File: src/rtl/spi_pkg.sv
package spi_pkg;
  typedef enum logic [1:0] {
    ST_IDLE = 2'd0,
    ST_LEAD = 2'd1,
    ST_XFER = 2'd2,
    ST_TAIL = 2'd3
  } spi_state_e;
endpackage

File: src/rtl/spi_rate_gen.sv
module spi_rate_gen #(
  parameter int RATE_W = 3
) (
  input  logic              clk,
  input  logic              rst_n,
  input  logic              run,
  input  logic [RATE_W-1:0] code,
  output logic              tick
);
  localparam int NCODES   = 1 << RATE_W;
  localparam int HALF_MAX = 2 << (NCODES - 2);
  localparam int CNT_W    = $clog2(HALF_MAX);

  logic [CNT_W-1:0] cnt;
  logic [CNT_W-1:0] limit;

  // all-ones code: one core cycle per half period, otherwise 2^(code+1)
  always_comb begin
    if (&code) limit = '0;
    else       limit = CNT_W'((32'd2 << code) - 32'd1);
  end

  assign tick = run && (cnt == limit);

  always_ff @(posedge clk or negedge rst_n) begin
    if (!rst_n)          cnt <= '0;
    else if (!run)       cnt <= '0;
    else if (cnt == limit) cnt <= '0;
    else                 cnt <= cnt + 1'b1;
  end

  // half-period counter never passes the coded limit
  a_r1_cnt_bound: assert property (@(posedge clk) disable iff (!rst_n)
    run |-> (cnt <= limit));
endmodule

File: src/rtl/spi_shifter.sv
module spi_shifter #(
  parameter int W = 8
) (
  input  logic         clk,
  input  logic         rst_n,
  input  logic         load,
  input  logic [W-1:0] load_data,
  input  logic         load_cpha,
  input  logic         shift_en,
  input  logic         capture_en,
  input  logic         miso,
  output logic         mosi,
  output logic [W-1:0] rx_data
);
  logic [W-1:0] tx_sr;
  logic [W-1:0] rx_sr;
  logic         mosi_q;

  always_ff @(posedge clk or negedge rst_n) begin
    if (!rst_n) begin
      tx_sr  <= '0;
      rx_sr  <= '0;
      mosi_q <= 1'b0;
    end else begin
      if (load) begin
        if (load_cpha) begin
          tx_sr  <= load_data;
          mosi_q <= 1'b0;
        end else begin
          tx_sr  <= {load_data[W-2:0], 1'b0};
          mosi_q <= load_data[W-1];
        end
      end else if (shift_en) begin
        mosi_q <= tx_sr[W-1];
        tx_sr  <= {tx_sr[W-2:0], 1'b0};
      end
      if (capture_en) rx_sr <= {rx_sr[W-2:0], miso};
    end
  end

  assign mosi    = mosi_q;
  assign rx_data = rx_sr;

  // the data line only moves on a load or a shift edge
  a_r3_mosi_quiet: assert property (@(posedge clk) disable iff (!rst_n)
    (!load && !shift_en) |=> $stable(mosi_q));
  // never shift and capture on the same edge
  a_r3_one_action: assert property (@(posedge clk) disable iff (!rst_n)
    !(shift_en && capture_en));
endmodule

File: src/rtl/spi_ctrl.sv
module spi_ctrl #(
  parameter int W      = 8,
  parameter int RATE_W = 3
) (
  input  logic              clk,
  input  logic              rst_n,
  input  logic              enable,
  input  logic              cpol,
  input  logic              cpha,
  input  logic [RATE_W-1:0] rate_code,
  input  logic              tx_valid,
  input  logic              tick,
  output logic              tx_ready,
  output logic              accept,
  output logic              run,
  output logic [RATE_W-1:0] cfg_code,
  output logic              sck_q,
  output logic              ss_n,
  output logic              done,
  output logic              shift_en,
  output logic              capture_en
);
  import spi_pkg::*;

  localparam int NEDGE = 2 * W;
  localparam int EW    = $clog2(NEDGE + 1);

  spi_state_e    state;
  logic [EW-1:0] edge_cnt;
  logic          cfg_cpha;
  logic          cfg_cpol;
  logic          leading;
  logic          edge_now;

  assign tx_ready   = enable && (state == ST_IDLE);
  assign accept     = tx_valid && tx_ready;
  assign run        = (state != ST_IDLE);
  assign leading    = ~edge_cnt[0];
  assign edge_now   = (state == ST_XFER) && tick;
  assign shift_en   = edge_now && (cfg_cpha ? leading : ~leading);
  assign capture_en = edge_now && (cfg_cpha ? ~leading : leading);

  always_ff @(posedge clk or negedge rst_n) begin
    if (!rst_n) begin
      state    <= ST_IDLE;
      edge_cnt <= '0;
      cfg_code <= '0;
      cfg_cpha <= 1'b0;
      cfg_cpol <= 1'b0;
      sck_q    <= 1'b1;
      ss_n     <= 1'b1;
      done     <= 1'b0;
    end else if (!enable) begin
      state    <= ST_IDLE;
      edge_cnt <= '0;
      sck_q    <= cpol;
      ss_n     <= 1'b1;
    end else begin
      case (state)
        ST_IDLE: begin
          sck_q <= cpol;
          if (accept) begin
            state    <= ST_LEAD;
            ss_n     <= 1'b0;
            done     <= 1'b0;
            edge_cnt <= '0;
            cfg_code <= rate_code;
            cfg_cpha <= cpha;
            cfg_cpol <= cpol;
          end
        end
        ST_LEAD: if (tick) state <= ST_XFER;
        ST_XFER: if (tick) begin
          sck_q    <= ~sck_q;
          edge_cnt <= edge_cnt + 1'b1;
          if (edge_cnt == EW'(NEDGE - 1)) state <= ST_TAIL;
        end
        ST_TAIL: if (tick) begin
          state <= ST_IDLE;
          ss_n  <= 1'b1;
          done  <= 1'b1;
        end
        default: state <= ST_IDLE;
      endcase
    end
  end

  // a disable always returns the engine to idle
  a_r8_abort: assert property (@(posedge clk) disable iff (!rst_n)
    !enable |=> (state == ST_IDLE));
  // clock is back at idle level before select releases
  a_r4_idle_before_release: assert property (@(posedge clk) disable iff (!rst_n)
    (state == ST_TAIL) |-> (sck_q == cfg_cpol));
  // clock only moves on a divider tick
  a_r1_edge_on_tick: assert property (@(posedge clk) disable iff (!rst_n)
    ((state == ST_XFER) && !tick && enable) |=> $stable(sck_q));
  // never more than 16 edges
  a_r4_edge_bound: assert property (@(posedge clk) disable iff (!rst_n)
    edge_cnt <= EW'(NEDGE));
endmodule

File: src/rtl/spi_byte_master.sv
module spi_byte_master #(
  parameter int DATA_W = 8,
  parameter int RATE_W = 3
) (
  input  logic              clk,
  input  logic              rst_n,
  input  logic              enable,
  input  logic              cpol,
  input  logic              cpha,
  input  logic [RATE_W-1:0] rate_code,
  input  logic              tx_valid,
  output logic              tx_ready,
  input  logic [DATA_W-1:0] tx_data,
  output logic [DATA_W-1:0] rx_data,
  output logic              done,
  output logic              sck,
  output logic              mosi,
  input  logic              miso,
  output logic              ss_n
);
  logic              accept;
  logic              run;
  logic              tick;
  logic [RATE_W-1:0] cfg_code;
  logic              sck_q;
  logic              shift_en;
  logic              capture_en;

  spi_ctrl #(.W(DATA_W), .RATE_W(RATE_W)) u_ctrl (
    .clk(clk), .rst_n(rst_n), .enable(enable), .cpol(cpol), .cpha(cpha),
    .rate_code(rate_code), .tx_valid(tx_valid), .tick(tick),
    .tx_ready(tx_ready), .accept(accept), .run(run), .cfg_code(cfg_code),
    .sck_q(sck_q), .ss_n(ss_n), .done(done),
    .shift_en(shift_en), .capture_en(capture_en)
  );

  spi_rate_gen #(.RATE_W(RATE_W)) u_rate (
    .clk(clk), .rst_n(rst_n), .run(run), .code(cfg_code), .tick(tick)
  );

  spi_shifter #(.W(DATA_W)) u_shift (
    .clk(clk), .rst_n(rst_n), .load(accept), .load_data(tx_data),
    .load_cpha(cpha), .shift_en(shift_en), .capture_en(capture_en),
    .miso(miso), .mosi(mosi), .rx_data(rx_data)
  );

  // disabled engine parks the clock line high
  assign sck = enable ? sck_q : 1'b1;

  // no new byte offered while a slave is selected
  a_r5_no_ready_selected: assert property (@(posedge clk) disable iff (!rst_n)
    !ss_n |-> !tx_ready);
  // completion coincides with select release
  a_r7_done_at_release: assert property (@(posedge clk) disable iff (!rst_n)
    $rose(done) |-> $rose(ss_n));
endmodule

File: config.mk
export PLATFORM = sky130hd
export DESIGN_NAME = spi_byte_master
export DESIGN_NICKNAME = d
export VERILOG_FILES = /design/src/rtl/spi_pkg.sv /design/src/rtl/spi_rate_gen.sv /design/src/rtl/spi_shifter.sv /design/src/rtl/spi_ctrl.sv /design/src/rtl/spi_byte_master.sv
export SDC_FILE = /design/constraint.sdc
export NUM_CORES = 1
export LEC_CHECK = 0
export BUFFER_PORTS_ARGS = -buffer_cell sky130_fd_sc_hd__buf_4
export CAP_MARGIN = 15
export CORE_UTILIZATION = 30
export CTS_CLUSTER_DIAMETER = 30
export DETAILED_ROUTE_END_ITERATION = 8
export RECOVER_POWER = 50
export REMOVE_ABC_BUFFERS = 1
export SLEW_MARGIN = 5
export SYNTH_ARGS = -nofsm -noshare
export SYNTH_HDL_FRONTEND = slang
export SYNTH_SLANG_ARGS = --single-unit
File: constraint.sdc
create_clock -name clk -period 2.9 [get_ports clk]
set_input_delay 0.145 -clock clk [delete_from_list [all_inputs] [get_ports clk]]
set_output_delay 0.145 -clock clk [all_outputs]
set_load 0.005 [all_outputs]
; After elaboration in Yosys (flattened, before gate mapping)
; Cells that the tools add are included.
[word_totals]
register_bits = 38
wordCells = 78
[classes]
n_eq_ne = 14
n_bitwise = 2
n_mux = 30
reduce_logical = 17
n_shift = 1
n_addsub = 3
[ops]
columns = operator, count
row1 = $mux W8, 3
row2 = $mux W7, 3
row3 = $mux W5, 3
row4 = $mux W2, 6
row5 = $reduce_and A3 Y1, 4
row6 = $mux W1, 11
row7 = $pmux W5 S2, 1
row8 = $ne A3 B2 Y1 const B, 3
row9 = $pmux W2 S4, 1
row10 = $add A7 B1 Y7 const B, 1
row11 = $eq A7 B7 Y1, 1
row12 = $shl A2 B3 Y7 const A, 1
row13 = $sub A7 B1 Y7 const B, 1
row14 = $logic_and A1 B1 Y1, 6
row15 = $ne A3 B1 Y1 const B, 2
row16 = $ne A3 B3 Y1 const B, 2
row17 = $reduce_bool A2 Y1, 3
row18 = $add A5 B1 Y5 const B, 1
row19 = $eq A5 B4 Y1 const B, 1
row20 = $reduce_and A5 Y1, 1
row21 = $eq A2 B2 Y1 const B, 2
row22 = $pmux W1 S2, 2
row23 = $reduce_and A4 Y1, 1
row24 = $eq A2 B1 Y1 const B, 1
row25 = other kinds (5), 6

; Logic depth before layout (Yosys ltp)
; Gate-level depths: netlist (run 1).
[depth]
word_depth = 9
depth_mapped = 12

; By module
; Synthesis (run 1) repeated with hierarchy kept, for this count alone.
[hier_totals]
cells_unflattened = 227
hier_area_um2 = 2427.3
[by_module_without_submodules]
columns = module, area_per_inst_um2, cells_per_inst, n_inst
row1 = spi_ctrl, 882.1, 92, 1
row2 = spi_shifter, 835.8, 56, 1
row3 = spi_rate_gen, 703.2, 78, 1
row4 = spi_byte_master, 6.3, 1, 1

; Least setup slack after synthesis (run 1)
; Ideal clock, no wire load.
[synth_timing]
path_type = reg-to-reg
start = register u_ctrl.cfg_code[2]
end = register u_shift.rx_sr[0] (netlist: u_shift.rx_data[0])
t_arrival_ps = 2894
setup_slack_ps = -120
path_stages_with_launch = 11
synth_period_minus_slack_ps = 3020
path_cell_list = dfrtp_1 -> or3_4 -> ha_1 -> a31o_2 -> a21oi_1 -> o31ai_1 -> or3_1 -> clkbuf_2 -> or4_4 -> buf_6 -> mux2_4
[synth_between]
elab_chain_len = 7
elab_cells_between_ends = 8
[synth_lines]
columns = element, line
row1 = start: declaration, spi_ctrl.sv:16  ; output logic [RATE_W-1:0] cfg_code,
row2 = start signal: assignment, spi_ctrl.sv:67  ; cfg_code <= rate_code;
row3 = $shl A2 B3 Y7, spi_rate_gen.sv:20  ; else limit = CNT_W'((32'd2 << code) - 32'd1);
row4 = $sub A7 B1 Y7, spi_rate_gen.sv:20
row5 = $mux W7 (*), spi_rate_gen.sv:19  ; if (&code) limit = '0;
row6 = $eq A7 B7 Y1 (*), spi_rate_gen.sv:23  ; assign tick = run && (cnt == limit);
row7 = $logic_and A1 B1 Y1 (*), spi_rate_gen.sv:23
row8 = $logic_and A1 B1 Y1 (*), spi_ctrl.sv:39  ; assign edge_now = (state == ST_XFER) && tick;
row9 = $logic_and A1 B1 Y1 (*), spi_ctrl.sv:41  ; assign capture_en = edge_now && (cfg_cpha ? ~leading : leading);
row10 = end signal: assignment, spi_shifter.sv:37  ; if (capture_en) rx_sr <= {rx_sr[W-2:0], miso};
row11 = end: declaration, spi_shifter.sv:16  ; logic [W-1:0] rx_sr;
; Mark *: on every way between the ends. The rest lies on a longest branch, timed or not.
; A chain may end at the register's enable or synchronous reset.

; Worst setup path in the final report (run 1)
[layout_timing]
start = register u_ctrl.cfg_code[2]
end = register u_shift.rx_sr[3] (netlist: u_shift.rx_data[3])
; The elaborated chain is that of the path after synthesis.

==> key figures, run 1 <==
Status
  – Status: finished, violations left
  – Violated checks: max-capacitance violations, max-slew violations

Synth
  – Netlist cell types: 50
  – Yosys warns: 0
  – Synthesized cell area: 2310 um2
  – Yosys top cell by area: dfrtp_1
  – Yosys top cell area share: 38.9%
  – Yosys reg bits: 38
  – Seq/Total Area, Yosys: 41.2%
  – Post-synth EDFFs: 0
  – Most common flop cell mapped by yosys: dfrtp_1
  – Mapped Cells: 245
  – Post-synth ARST share: 100%
  – Synth Area per Inst: 9.44 um2
  – Synth area leaders: dfrtp_1 39%, mux2_4 5.2%, nor2_1 4.4%

Setup path
  – Arrival @ worst endpoint: 3000 ps
  – Crit-path max FO: 8
  – Setup crit end kind: flip-flop
  – CP Launch Type: flip-flop
  – Data required, critical path: 3090 ps
  – Crit Path Class: reg -> reg

Cells and area
  – Most frequent cells in the layout: 40 x buf_4, 36 x dfrtp_1, 25 x nor2_1, 24 x nand2_1, 12 x inv_1
  – Area occupied by multi-input gates: 1310 um2
  – Most common cell after layout, fill and taps aside: buf_4
  – Number of diodes: 0
  – Final nets: 311
  – Register area: 953 um2
  – Area delta synth->final: 24.8%
  – Core Util, Final: 39.2%
  – FILL cells: 770
  – Fraction of layout cells with a size suffix above 1: 26.9%

Route
  – Post-route ant nets: 0
  – DR iter-0 viols: 171
  – DR DRC count: 0
  – Vias/cell: 5.09
  – Via Count: 1960
  – WL/cell: 13.6 um
  – DRT Pass-1 Iters: 4
  – Drt total wl: 5.24 mm

Placed design
  – HPWL after DPL: 3.68 mm
  – Gp weighted congestion: 0.816
  – PortBufs: 30

Timing
  – Hold WS: 46.7 ps
  – # setup viols final: 0
  – Highest clock rate: 356 MHz
  – Final period util: 96.8%
  – Rel. slew slack: -37.5%
  – Pins over their slew limit: 39
  – Tmin final: 2810 ps
  – RSZ-0062 raised after global routing: false
  – Final Skew: 10.9 ps
  – Measured slew at the worst slew-check pin: 2060 ps
  – Final Hold Viols: 0

Global route
  – Vias in the first global route: 1883
  – Initial antenna violation count: 0
  – Global-route wire length before repair: 9.02 mm
  – Total track usage: 13.6%
  – GRT overflow: 0
  – Largest net degree at the start of global routing: 39

Clock tree
  – Clock Latency Late Sink: 290 ps
  – CTS Sinks: 38
  – CTS tree: yes
  – H-Tree Depth: 2
  – Postcts setup bufs: 0
  – Num CTS Buffers: 5
  – Root buf cell: clkbuf_8
  – Clock-pin slew on the worst setup and hold paths: 80 ps
  – Clock Path Buffers: 2

Die
  – Die X: 89.8 um
  – Core footprint: 7370 um2
  – Starting Density: 31.4%
  – Ports: 31
  – Die Y: 89.8 um
  – Die area: 8070 um2
  – Row cnt: 31

Power
  – Total internal power: 1.43 mW
  – Sw frac: 41.0%
  – Clock power share: 16.5%
  – Pwr Density: 840 nW/um2
  – Leakage: 1.32 nW
  – Seq pwr share: 31.4%
  – Combinational share of power: 52.1%
  – NetSw: 0.994 mW
  – Max VDD drop: 0.375 mV

Worst hold path
  – HP Class: in -> reg

Flow run
  – Max cap viols: 1
==> layout make-up <==
class | instances | area share [%]
inverters | 12 | 1.56
multi-input cells | 182 | 45.5
well taps | 99 | 4.29
clock buffers | 6 | 2.86
flip-flops and latches | 38 | 33.0
repair buffers | 46 | 12.2
clock inverters | 2 | 0.564
==> synthesized netlist by cell type (4+ instances only) <==
library cell  number
dfrtp_1           36
nor2_1            27
nand2_1           24
inv_1             12
nand3_1           11
clkbuf_1           9
a221o_1            8
ha_1               8
mux2_4             8
mux2i_1            8
o21ai_0            8
a21oi_1            7
and3_1             7
nor3_1             6
a31oi_1            5
xor2_1             5
a31o_2             4
nand2b_1           4
==> stage by stage <==
stage	setup slack [ps]	setup TNS, ps	instance area, um2	cells	power, mW
floorplan	-177	-1410	2250	232	1.47
global placement	12.5	0	2720	376	1.88
global route	4.67	0	2890	385	2.62
CTS	30.4	0	2820	385	2.29
detailed placement	-14.2	-55.3	2720	376	1.89
finish	91.6	0	2890	385	2.42
==> routing by layer <==
metal  wire [um]  track usage (%)  vias to the layer above
li1            -                -                      973
met1        2620             19.1                      930
met2        2320             20.9                       50
met3         245             2.88                        7
met4          58             3.69                        0
met5           0                0                        -
==> timing repair <==
| action | CTS | global route |
|---|---|---|
| setup endpoints to repair | 8 | 19 |
| resized for setup | 0 | 13 |
| endpoints found under the hold margin | 36 | 0 |
| hold buffers | 1 | 0 |
| pin swaps | 1 | 1 |
==> kinds of logic (layout without fill, tap and decap cells) <==
family	after synthesis	after routing	share of synthesized area [%]
muxes	16	16	8.65
DFF	38	38	41.2
xor gates and xnor gates	7	7	2.65
and+or+nand+nor	100	100	21.9
adders and majority gates	8	8	4.33
buffers and inverters	25	66	4.54
AOI/OAI and AO/OA	51	51	16.7
==> power by group through the flow <==
| stage | Sequential, mW | Clock, mW | Combinational [mW] |
|---|---|---|---|
| after floorplan | 0.783 | 0 | 0.687 |
| after global placement | 0.766 | 0 | 1.12 |
| after detailed placement | 0.765 | 0 | 1.12 |
| after CTS | 0.759 | 0.409 | 1.12 |
| after global routing | 0.780 | 0.438 | 1.40 |
| final | 0.761 | 0.399 | 1.26 |
==> flip-flops by register name (all words and copies together) (netlist names) <==
signal	flops
u_ctrl.cfg_code	3
u_ctrl.sck_q	1
u_shift.mosi	1
u_ctrl.edge_cnt	5
u_shift.rx_data	8
u_rate.cnt	7
u_shift.tx_sr	8
u_ctrl.ss_n	1
u_ctrl.cfg_cpha	1
u_ctrl.done	1
u_ctrl.state	2
==> final timing paths <==
path | from | to | slack, ps | depth (start not counted)
max | u_ctrl.cfg_code[2]$_DFFE_PN0P_ | u_shift.rx_data[3]$_DFFE_PN0P_ | 90 | 8
min | rate_code[0] | u_ctrl.cfg_code[0]$_DFFE_PN0P_ | 50 | 3
max reg2reg | u_ctrl.cfg_code[2]$_DFFE_PN0P_ | u_shift.rx_data[3]$_DFFE_PN0P_ | 90 | 8
min reg2reg | u_ctrl.cfg_cpha$_DFFE_PN0P_ | u_ctrl.cfg_cpha$_DFFE_PN0P_ | 510 | 2
max in group asynchronous | rst_n | u_rate.cnt[1]$_DFF_PN0_ | 740 | 2
min in group asynchronous | rst_n | u_rate.cnt[4]$_DFF_PN0_ | 980 | 2
==> critical path, cell delays in order, from the launching register on <==
cell and delay (ps):
dfrtp_1 390, or3_4 410, ha_4 260, a31o_4 200
a21oi_2 150, o31ai_2 80, or3_1 330, or4_4 550
mux2_4 330
Power figures use the tool's default switching activity.
==> inputs of run 2 (changes only) <==
- CORE_UTILIZATION: 30 -> 52
- PLACE_DENSITY: not set -> 0.76
- SKIP_LAST_GASP: not set -> 1
==> key figures, run 2 (synthesis results as in run 1) <==
Status
  – Status: finished, violations left
  – Violated checks: max-capacitance violations, max-slew violations

Timing
  – Setup tns final: 0 ps (unchanged)
  – Final Hold Viols: 0 (unchanged)
  – Final period util: 99.4% (+2.6 points)
  – Final Skew: 5.20 ps (-5.66 ps)
  – Tmin final: 2880 ps (+74.4 ps)
  – # setup viols final: 0 (unchanged)
  – Fin worst setup slack: 17.2 ps (-74.4 ps)
  – RSZ-0062 raised after global routing: true
  – Rel. slew slack: -33.9% (+3.6 points)
  – Highest clock rate: 347 MHz (-2.6%)
  – Measured slew at the worst slew-check pin: 2010 ps (-53.8 ps)
  – Pins over their slew limit: 39 (unchanged)

Die
  – Core footprint: 4140 um2 (-44%)
  – Die X: 68.7 um (-24%)
  – Die Y: 68.7 um (-24%)
  – Ports: 31 (unchanged)
  – Die area: 4720 um2 (-41%)
  – Starting Density: 55.8% (+24 points)
  – Row cnt: 23 (-26%)

Worst hold path
  – HP Class: in -> reg

Route
  – DR iter-0 viols: 166 (-2.9%)
  – Vias/cell: 5.95 (+17%)
  – Via Count: 1994 (+1.7%)
  – Post-route ant nets: 0 (unchanged)
  – Drt total wl: 5.16 mm (-1.5%)
  – DR DRC count: 0 (unchanged)
  – DRT Pass-1 Iters: 4 (unchanged)
  – WL/cell: 15.4 um (+13%)

Placed design
  – Pre-CTS WS: -51.5 ps (-37.3 ps)
  – Gp weighted congestion: 0.858 (+5.2%)
  – Cells after DPL: 326 (-13%)
  – PortBufs: 30 (unchanged)
  – HPWL after DPL: 3.67 mm (about the same)

Setup path
  – Cell family with most CP delay: simple AND/OR/NAND/NOR gates
  – Most used cell, CP: or3_4
  – Data required, critical path: 3070 ps (-20 ps)
  – WP buf/inv: 0 (unchanged)
  – Setup crit end kind: flip-flop
  – CP Launch Type: flip-flop
  – Arrival @ worst endpoint: 3060 ps (+60 ps)
  – Crit-path max FO: 8 (unchanged)
  – Critical Path Max Stage Delay: 600 ps (+50 ps)
  – Critical-path top delay cell: or4_4
  – Crit path cell chain: or3_4 > ha_4 > a31o_4 > a21oi_2 > o31ai_2 > or3_4 > or4_4 > mux2_4
  – Crit Path Class: reg -> reg

Global route
  – Vias in the first global route: 1754 (-6.9%)
  – Global-route wire length before repair: 8.09 mm (-10%)
  – Largest net degree at the start of global routing: 39 (unchanged)
  – Total track usage: 23.3% (+9.7 points)
  – GRT overflow: 0 (unchanged)
  – Initial antenna violation count: 0 (unchanged)

Cells and area
  – Non-Filler Instances: 335 (-13%)
  – Area delta synth->final: 20.9%
  – Core Util, Final: 67.5% (+28 points)
  – Number of diodes: 0 (unchanged)
  – Most common cell after layout, fill and taps aside: buf_4
  – Most frequent cells in the layout: 40 x buf_4, 36 x dfrtp_1, 25 x nor2_1, 23 x nand2_1, 12 x inv_1
  – Fraction of layout cells with a size suffix above 1: 26.3% (-0.61 points)
  – Final nets: 310 (-0.32%)

Power
  – Leakage: 1.31 nW (-0.85%)
  – Total power: 2.36 mW (-2.7%)
  – Max VDD drop: 0.606 mV (+61%)
  – Pwr Density: 843 nW/um2 (+0.42%)

Clock tree
  – Clock-pin slew on the worst setup and hold paths: 70 ps (about the same)
  – CTS tree: yes
  – Num CTS Buffers: 5 (unchanged)
  – CTS Sinks: 38 (unchanged)
  – Clock Path Buffers: 2 (unchanged)
  – Root buf cell: clkbuf_8
  – H-Tree Depth: 2 (unchanged)
  – Clock Latency Late Sink: 290 ps (about the same)

Flow run
  – Max cap viols: 1 (unchanged)
## run 2: per-stage QoR
| stage | area [um2] | hold slack [ps] |
|---|---|---|
| after floorplan | 2250 | -151 |
| after global placement | 2650 | 134 |
| after CTS | 2750 | 43.6 |
| final | 2800 | 44.4 |
| after global routing | 2800 | 61.1 |
| after detailed placement | 2650 | 137 |
## run 2: timing repair
item                                    in CTS  in global routing
setup buffers                                0                  0
resized for setup                            0                 12
hold buffers                                 1                  0
endpoints found under the setup margin       9                 17
pin swaps                                    2                  5
hold endpoints to repair                    36                  0
## run 2: worst paths after layout
path,end,slack (ps),startpoint,depth (start not counted)
worst max-delay path,u_shift.rx_data[3]$_DFFE_PN0P_,20,u_ctrl.cfg_code[0]$_DFFE_PN0P_,8
worst min-delay path,u_ctrl.cfg_code[0]$_DFFE_PN0P_,40,rate_code[0],3
worst max register to register,u_shift.rx_data[3]$_DFFE_PN0P_,20,u_ctrl.cfg_code[0]$_DFFE_PN0P_,8
worst min register to register,u_shift.tx_sr[1]$_DFFE_PN0P_,520,u_shift.tx_sr[0]$_DFFE_PN0P_,1
max in group asynchronous,u_shift.tx_sr[6]$_DFFE_PN0P_,790,rst_n,2
min in group asynchronous,u_ctrl.edge_cnt[4]$_DFFE_PN0P_,970,rst_n,2
## run 2: layout make-up
type                    instances  area, um2
flip-flops and latches         38        953
clock inverters                 1       5.00
fillers                       349       1350
inverters                      12       45.0
well taps                      50       62.6
repair buffers                 45        337
multi-input cells             182       1310
clock buffers                   7       86.3
## run 2: worst min-delay path: stages
cell and delay [ps]:
buf_4 70, nand2_1 40, nand2_1 40
## run 2: where the power goes
group	internal [mW]	total, mW	switching, mW
registers	0.660	0.760	0.0997
logic	0.558	1.23	0.669
clock network	0.192	0.372	0.180
## run 2: layer usage
metal  track usage [%]  vias to the layer above  part of all wire, %
li1                  -                      975                    -
met5                 0                        -                    0
met1              29.9                      964                   46
met2              40.0                       50                   49
met3              4.44                        5                  4.2
met4              6.12                        0                 0.91
